==> src/rtl/dsc_pkg.sv <==
package dsc_pkg;
  typedef enum logic [1:0] {
    K_NONE  = 2'd0,
    K_PROBE = 2'd1,
    K_MOVE  = 2'd2,
    K_PMOVE = 2'd3
  } msg_kind_e;

  typedef enum logic [2:0] {
    ST_IDLE,
    ST_PROBE,
    ST_LOCK,
    ST_PMSEND,
    ST_PMWAIT
  } dsc_state_e;
endpackage

==> src/rtl/dsc_stall_timer.sv <==
module dsc_stall_timer #(
  parameter int CNT_W = 8
) (
  input  logic             clk,
  input  logic             rst_n,
  input  logic             en,
  input  logic             clr,
  input  logic             blocked,
  input  logic [CNT_W-1:0] threshold,
  output logic             expired
);
  localparam logic [CNT_W-1:0] CNT_MAX = '1;
  logic [CNT_W-1:0] cnt;

  always_ff @(posedge clk or negedge rst_n) begin
    if (!rst_n)                  cnt <= '0;
    else if (clr || !blocked)    cnt <= '0;
    else if (en && cnt != CNT_MAX) cnt <= cnt + 1'b1;
  end

  assign expired = en && blocked && (cnt >= threshold);
endmodule

==> src/rtl/dsc_spin_timer.sv <==
module dsc_spin_timer #(
  parameter int TIME_W = 16
) (
  input  logic              clk,
  input  logic              rst_n,
  input  logic              load,
  input  logic [TIME_W-1:0] load_time,
  input  logic [TIME_W-1:0] cycle_now,
  output logic              hit
);
  logic [TIME_W-1:0] target;

  always_ff @(posedge clk or negedge rst_n) begin
    if (!rst_n)    target <= '0;
    else if (load) target <= load_time;
  end

  assign hit = (target == cycle_now);
endmodule

==> src/rtl/dsc_msg_filter.sv <==
module dsc_msg_filter
  import dsc_pkg::*;
#(
  parameter int ID_W = 4
) (
  input  dsc_state_e        st,
  input  logic              blocked,
  input  logic [ID_W-1:0]   my_id,
  input  logic              msg_in_valid,
  input  logic [1:0]        msg_in_kind,
  input  logic [ID_W-1:0]   msg_in_src,
  output logic              fwd,
  output logic              lock_req,
  output logic              abandon,
  output logic              own_probe_back,
  output logic              own_pm_back
);
  function automatic logic f_outranks(input logic [ID_W-1:0] a, input logic [ID_W-1:0] b);
    return a < b;
  endfunction

  logic foreign, contend, is_probe, is_sched;
  assign foreign  = (msg_in_src != my_id);
  assign contend  = (st == ST_PROBE) || (st == ST_PMWAIT);
  assign is_probe = (msg_in_kind == K_PROBE);
  assign is_sched = (msg_in_kind == K_MOVE) || (msg_in_kind == K_PMOVE);

  always_comb begin
    fwd = 1'b0; lock_req = 1'b0; abandon = 1'b0;
    own_probe_back = 1'b0; own_pm_back = 1'b0;
    if (msg_in_valid) begin
      if (is_probe) begin
        if (!foreign) own_probe_back = (st == ST_PROBE);
        else if (st != ST_LOCK && blocked) begin
          if (!contend || f_outranks(msg_in_src, my_id)) begin
            fwd     = 1'b1;
            abandon = (st == ST_PROBE);
          end
        end
      end else if (is_sched) begin
        if (!foreign) own_pm_back = (msg_in_kind == K_PMOVE) && (st == ST_PMWAIT);
        else if (st != ST_LOCK && blocked) begin
          fwd      = 1'b1;
          lock_req = 1'b1;
        end
      end
    end
  end
endmodule

==> src/rtl/deadlock_spin_ctrl.sv <==
module deadlock_spin_ctrl
  import dsc_pkg::*;
#(
  parameter int ID_W        = 4,
  parameter int CNT_W       = 8,
  parameter int TIME_W      = 16,
  parameter int PORT_W      = 3,
  parameter int MARGIN      = 16,
  parameter int RET_TIMEOUT = 32
) (
  input  logic              clk,
  input  logic              rst_n,
  input  logic [ID_W-1:0]   my_id,
  input  logic [CNT_W-1:0]  threshold,
  input  logic [TIME_W-1:0] cycle_now,
  input  logic              blocked,
  input  logic [PORT_W-1:0] head_port,
  input  logic              msg_in_valid,
  input  logic [1:0]        msg_in_kind,
  input  logic [ID_W-1:0]   msg_in_src,
  input  logic [TIME_W-1:0] msg_in_time,
  output logic              msg_out_valid,
  output logic [1:0]        msg_out_kind,
  output logic [ID_W-1:0]   msg_out_src,
  output logic [TIME_W-1:0] msg_out_time,
  output logic [PORT_W-1:0] msg_out_port,
  output logic              spin_go
);
  localparam int WAIT_W = $clog2(RET_TIMEOUT + 1);
  localparam logic [WAIT_W-1:0] WAIT_LAST = WAIT_W'(RET_TIMEOUT - 1);

  function automatic logic [TIME_W-1:0] f_spin_time(input logic [TIME_W-1:0] now);
    return now + TIME_W'(MARGIN);
  endfunction

  dsc_state_e st, st_n;
  logic init_q, init_n;
  logic [WAIT_W-1:0] wait_cnt;

  logic fwd, lock_req, abandon, own_probe_back, own_pm_back;
  logic expired, stall_clr, wait_clr, timeout_w, spin_hit;
  logic load, emit;
  logic [TIME_W-1:0] load_t, e_time;
  logic [1:0] e_kind;
  logic [ID_W-1:0] e_src;
  logic locked_w, launch_w;

  dsc_msg_filter #(.ID_W(ID_W)) u_filt (
    .st(st), .blocked(blocked), .my_id(my_id),
    .msg_in_valid(msg_in_valid), .msg_in_kind(msg_in_kind), .msg_in_src(msg_in_src),
    .fwd(fwd), .lock_req(lock_req), .abandon(abandon),
    .own_probe_back(own_probe_back), .own_pm_back(own_pm_back)
  );

  dsc_stall_timer #(.CNT_W(CNT_W)) u_stall (
    .clk(clk), .rst_n(rst_n), .en(st == ST_IDLE), .clr(stall_clr),
    .blocked(blocked), .threshold(threshold), .expired(expired)
  );

  dsc_spin_timer #(.TIME_W(TIME_W)) u_spin (
    .clk(clk), .rst_n(rst_n), .load(load), .load_time(load_t),
    .cycle_now(cycle_now), .hit(spin_hit)
  );

  assign locked_w  = (st == ST_LOCK);
  assign spin_go   = locked_w && spin_hit;
  assign timeout_w = (wait_cnt >= WAIT_LAST);
  assign launch_w  = emit && !fwd && (e_kind == K_PROBE);

  always_comb begin
    st_n = st; init_n = init_q;
    emit = 1'b0; e_kind = K_NONE; e_src = my_id; e_time = '0;
    load = 1'b0; load_t = msg_in_time;
    stall_clr = 1'b0; wait_clr = 1'b0;
    if (fwd) begin
      emit = 1'b1; e_kind = msg_in_kind; e_src = msg_in_src; e_time = msg_in_time;
    end
    unique case (st)
      ST_IDLE: begin
        if (lock_req) begin
          st_n = ST_LOCK; load = 1'b1; init_n = 1'b0;
        end else if (!fwd && expired) begin
          emit = 1'b1; e_kind = K_PROBE; st_n = ST_PROBE; wait_clr = 1'b1;
        end
      end
      ST_PROBE: begin
        if (own_probe_back) begin
          emit = 1'b1; e_kind = K_MOVE; e_time = f_spin_time(cycle_now);
          load = 1'b1; load_t = f_spin_time(cycle_now);
          st_n = ST_LOCK; init_n = 1'b1;
        end else if (lock_req) begin
          st_n = ST_LOCK; load = 1'b1; init_n = 1'b0;
        end else if (abandon || timeout_w) begin
          st_n = ST_IDLE; stall_clr = 1'b1;
        end
      end
      ST_LOCK: begin
        if (spin_go) begin
          stall_clr = 1'b1;
          st_n = init_q ? ST_PMSEND : ST_IDLE;
        end
      end
      ST_PMSEND: begin
        if (lock_req) begin
          st_n = ST_LOCK; load = 1'b1; init_n = 1'b0;
        end else if (!blocked) begin
          st_n = ST_IDLE; stall_clr = 1'b1;
        end else if (!fwd) begin
          emit = 1'b1; e_kind = K_PMOVE; e_time = f_spin_time(cycle_now);
          st_n = ST_PMWAIT; wait_clr = 1'b1;
        end
      end
      ST_PMWAIT: begin
        if (own_pm_back) begin
          st_n = ST_LOCK; load = 1'b1; init_n = 1'b1;
        end else if (lock_req) begin
          st_n = ST_LOCK; load = 1'b1; init_n = 1'b0;
        end else if (timeout_w) begin
          st_n = ST_IDLE; stall_clr = 1'b1;
        end
      end
      default: st_n = ST_IDLE;
    endcase
  end

  always_ff @(posedge clk or negedge rst_n) begin
    if (!rst_n) begin
      st <= ST_IDLE; init_q <= 1'b0; wait_cnt <= '0;
      msg_out_valid <= 1'b0; msg_out_kind <= 2'd0; msg_out_src <= '0;
      msg_out_time <= '0; msg_out_port <= '0;
    end else begin
      st <= st_n; init_q <= init_n;
      if (wait_clr) wait_cnt <= '0;
      else if ((st == ST_PROBE || st == ST_PMWAIT) && !timeout_w) wait_cnt <= wait_cnt + 1'b1;
      msg_out_valid <= emit;
      msg_out_kind  <= e_kind;
      msg_out_src   <= e_src;
      msg_out_time  <= e_time;
      msg_out_port  <= head_port;
    end
  end
endmodule

==> config.mk <==
export PLATFORM = sky130hd
export DESIGN_NAME = deadlock_spin_ctrl
export DESIGN_NICKNAME = d
export VERILOG_FILES = /design/src/rtl/dsc_pkg.sv /design/src/rtl/dsc_stall_timer.sv /design/src/rtl/dsc_spin_timer.sv /design/src/rtl/dsc_msg_filter.sv /design/src/rtl/deadlock_spin_ctrl.sv
export SDC_FILE = /design/constraint.sdc
export NUM_CORES = 1
export LEC_CHECK = 0
export ABC_CLOCK_PERIOD_IN_PS = 3300
export BUFFER_PORTS_ARGS = -buffer_cell sky130_fd_sc_hd__buf_2
export CORE_UTILIZATION = 59
export CTS_CLUSTER_SIZE = 24
export DETAILED_ROUTE_END_ITERATION = 7
export GPL_TIMING_DRIVEN = 0
export PLACE_DENSITY = 0.86
export REMOVE_ABC_BUFFERS = 1
export SLEW_MARGIN = 30
export SYNTH_ARGS = -nofsm -noshare
export SYNTH_HDL_FRONTEND = slang
export SYNTH_HIERARCHICAL = 1
export SYNTH_SLANG_ARGS = --single-unit
==> constraint.sdc <==
create_clock -name clk -period 3.3 [get_ports clk]
set_input_delay 0.66 -clock clk [delete_from_list [all_inputs] [get_ports clk]]
set_output_delay 0.66 -clock clk [all_outputs]
set_load 0.02 [all_outputs]
==> flow_metrics.py <==
metrics = {
    "detailed_routing": {
        "avgRoutedWirePerCell_um": 15.3,
        "drt_first_iter_violations": 202,
        "dr_total_vias": 3113,
        "routed_wire_length_um": 8220,
        "drc": 0,
        "vias_per_cell": 5.80,
        "drt_first_pass_iters": 5,
        "final_antenna_net_count": 0,
    },
    "die": {
        "num_rows": 28,
        "die_w_um": 81.1,
        "placeableCoreArea_mm2": 0.00599,
        "boundary_pin_count": 84,
        "die_footprint_mm2": 0.00657,
        "die_height_um": 81.1,
        "floorplan.initialDensity_pct": 61.6,
    },
    "sta": {
        "fin_crit_sh_pct": 92.4,
        "timing.final.max_slew_violations": 0,
        "period_needed_ns": 3.05,
        "report.final.hold_viol_count": 0,
        "worst_slack_ns": 0.250,
        "timing.final.setup_violations": 0,
        "grt_setup_unrepaired": "false",
        "slew-limit-headroom_pct": 41.6,
        "fmax_mhz": 328,
        "timing_worst_slew_pin_value_ns": 0.875,
        "worst_clock_skew_ns": 0.00807,
        "fin_tns_setup_ns": 0,
    },
    "synth": {
        "post-synth-top-area-fraction_pct": 40.7,
        "synth_compound_gate_area_share_pct": 11.5,
        "synth_async_sr_flop_share_pct": 100,
        "cell_count_after_synthesis": 379,
        "post_synth_instance_area_mm2": 0.00369,
        "largest_family_of_logic_cells_by_synthesized_area": "simple AND/OR/NAND/NOR gates",
        "yosys_warnings": 6,
        "synthMuxAreaShare_pct": 9.09,
        "synthesis.area_per_instance_um2": 9.74,
        "xor_xnor_fraction_of_synth_area_pct": 7.56,
        "post_synth_fa_ha_maj_area_fraction_pct": 5.09,
        "yosys.cell_count.top_type": "sky130_fd_sc_hd__dfrtp_1",
        "yosysUniqueCellTypes": 58,
        "synth-seq-area-share_pct": 40.7,
        "ys_dominant_reg_cell": "sky130_fd_sc_hd__dfrtp_1",
        "synth_top_cells_by_area": "sky130_fd_sc_hd__dfrtp_1 (41%), sky130_fd_sc_hd__xnor2_1 (6.4%), sky130_fd_sc_hd__nand2_1 (5.7%), sky130_fd_sc_hd__ha_1 (5.1%), sky130_fd_sc_hd__mux2_4 (4.1%)",
        "synth_top_cell_by_area": "sky130_fd_sc_hd__dfrtp_1",
        "synth_edf_count": 0,
        "synth_top_cells_by_count": "sky130_fd_sc_hd__dfrtp_1 (60), sky130_fd_sc_hd__nand2_1 (56), sky130_fd_sc_hd__xnor2_1 (27)",
        "synthesis_stage_register_bit_count": 60,
        "synthSimpleGateAreaFrac_pct": 21.6,
    },
    "setup_path": {
        "path_class": "primary input to register",
        "timing.critical_path.from_type": "primary input",
        "timing.critical_path.fanout_max": 17,
        "timing.critical_path.required_ns": 3.56,
        "crit_arrival_ns": 3.31,
        "crit_path_end_kind": "register",
    },
    "clocking": {
        "post-cts-setup-buffer-count": 0,
        "cts-buffers-inserted": 9,
        "htreeDepth": 3,
        "cts_root_buf": "sky130_fd_sc_hd__clkbuf_8",
        "cts-root-to-sink-buffers": 2,
        "clock-sinks": 60,
        "cts_tree": "yes",
        "cts.reportedPaths.clkPinSlew_ns": 0.07,
        "cts_hold_repair.buffers": 0,
        "worst_skew_pair.late_latency_ns": 0.34,
    },
    "place": {
        "dp_hpwl_um": 5810,
        "gp_routability_congestion": 0.872,
        "post-place-ws_ns": -0.469,
        "placedInstanceArea_mm2": 0.00412,
        "placement.io_buffers": 83,
    },
    "cells_and_area": {
        "area_growth_pct": 17.1,
        "finish.utilization_pct": 72.1,
        "final_area_mm2": 0.00432,
        "num-nets-final": 530,
        "drive_above_1_share_pct": 29.0,
        "n_antenna_cell": 0,
    },
    "pwr": {
        "power_density_mw_per_mm2": 650,
        "worst_ir_drop_vdd_mv": 0.441,
        "lkg_pwr_uw": 0.00203,
    },
    "worst_hold_path": {
        "min_path_type": "primary input to asynchronous set/reset pin",
    },
    "global_routing": {
        "antenna_found_initial": 0,
        "track_usage_pct": 27.1,
        "grt_remaining_overflow": 0,
        "number_of_global_route_vias_before_repair": 2898,
        "maximum_number_of_pins_on_one_net_before_global_route_repair": 61,
        "grt_first_pass_wirelength_um": 13300,
    },
    "outcome": {
        "run_status": "finished, final reports clean",
    },
    "job": {
        "max_cap_violations": 0,
    },
}
## worst paths after layout
path | start | to | slack (ns) | cells after the start
min in group clk | head_port[1] | msg_out_port[1] | 0.42 | 1
max | my_id[3] | msg_out_time[7] | 0.25 | 9
max reg2reg | st[0] | msg_out_time[7] | 0.26 | 7
min reg2reg | wait_cnt[4] | wait_cnt[4] | 0.53 | 2
max in group asynchronous | rst_n | st[2] | 2.36 | 1
min | rst_n | wait_cnt[1] | 0.39 | 1
## metal layers
metal	vias up	wire, um	GRT usage [%]	share of wire (%)
met3	8	553	4.83	6.7
met5	-	0	0	0
met1	1474	3570	36.4	43
met4	0	74	12.3	0.90
li1	1497	-	-	-
met2	134	4020	42.7	49
## cell type report
| type | instances | area, um2 |
|---|---|---|
| Multi-Input combinational cell | 286 | 2050 |
| Sequential cell | 60 | 1500 |
| Timing Repair Buffer | 83 | 418 |
| Clock inverter | 5 | 52.6 |
| Fill cell | 431 | 1670 |
| Inverter | 18 | 67.6 |
| Clock buffer | 10 | 138 |
| Tap cell | 75 | 93.8 |
## repair_timing
action / CTS / global route
setup endpoints to repair: 3 / 8
hold endpoints to repair: 0 / 0
pin swaps: 0 / 0
gates resized for setup: 1 / 3
## placed cells by master (no fill, tap or decap), drive strengths merged, types with 15 or more instances in the layout
master / Yosys / routed
dfrtp: 60 / 60
nor2: 22 / 22
xnor2: 28 / 28
mux2: 22 / 22
ha: 15 / 15
a21oi: 15 / 15
nand2: 56 / 56
o21ai: 31 / 31
inv: 18 / 18
buf: 9 / 83
## where the power goes
group          switching (uW)  internal, uW  total (uW)  leakage (uW)
sequential                218           934        1150      0.000766
combinational             508           501        1010       0.00116
clock                     287           361         648     0.0000979
## stage by stage
| stage | power [uW] | hold slack [ns] | instances |
|---|---|---|---|
| 4_1_cts | 2810 | 0.408 | 537 |
| 6_report | 2810 | 0.391 | 537 |
| 5_1_grt | 2980 | 0.406 | 537 |
| 3_5_place_dp | 2160 | 0.514 | 522 |
| 2_1_floorplan | 1870 | 0.364 | 364 |
| 3_3_place_gp | 2100 | 0.493 | 522 |
## sequential cells by signal, summed over array words and instances (netlist names)
register / flops
msg_out_src: 4
msg_out_kind: 2
msg_out_valid: 1
st: 3
u_stall/cnt: 8
msg_out_port: 3
u_spin/target: 16
wait_cnt: 6
init_q: 1
msg_out_time: 16
## cell families after synthesis
family,after synthesis
buf+inv,33
xor+xnor,31
flops,60
simple gates,145
compound gates,68
fa+ha+maj,15
mux,27
## critical path: stages
cell,delay (ns)
sky130_fd_sc_hd__buf_2,0.09
sky130_fd_sc_hd__inv_1,0.04
sky130_fd_sc_hd__ha_1,0.32
sky130_fd_sc_hd__a21oi_1,0.14
sky130_fd_sc_hd__o21ai_0,0.18
sky130_fd_sc_hd__a211oi_2,0.77
sky130_fd_sc_hd__nor2b_2,0.82
sky130_fd_sc_hd__nand2_1,0.16
sky130_fd_sc_hd__o21ai_1,0.13
(Power assumes the default switching activity.)
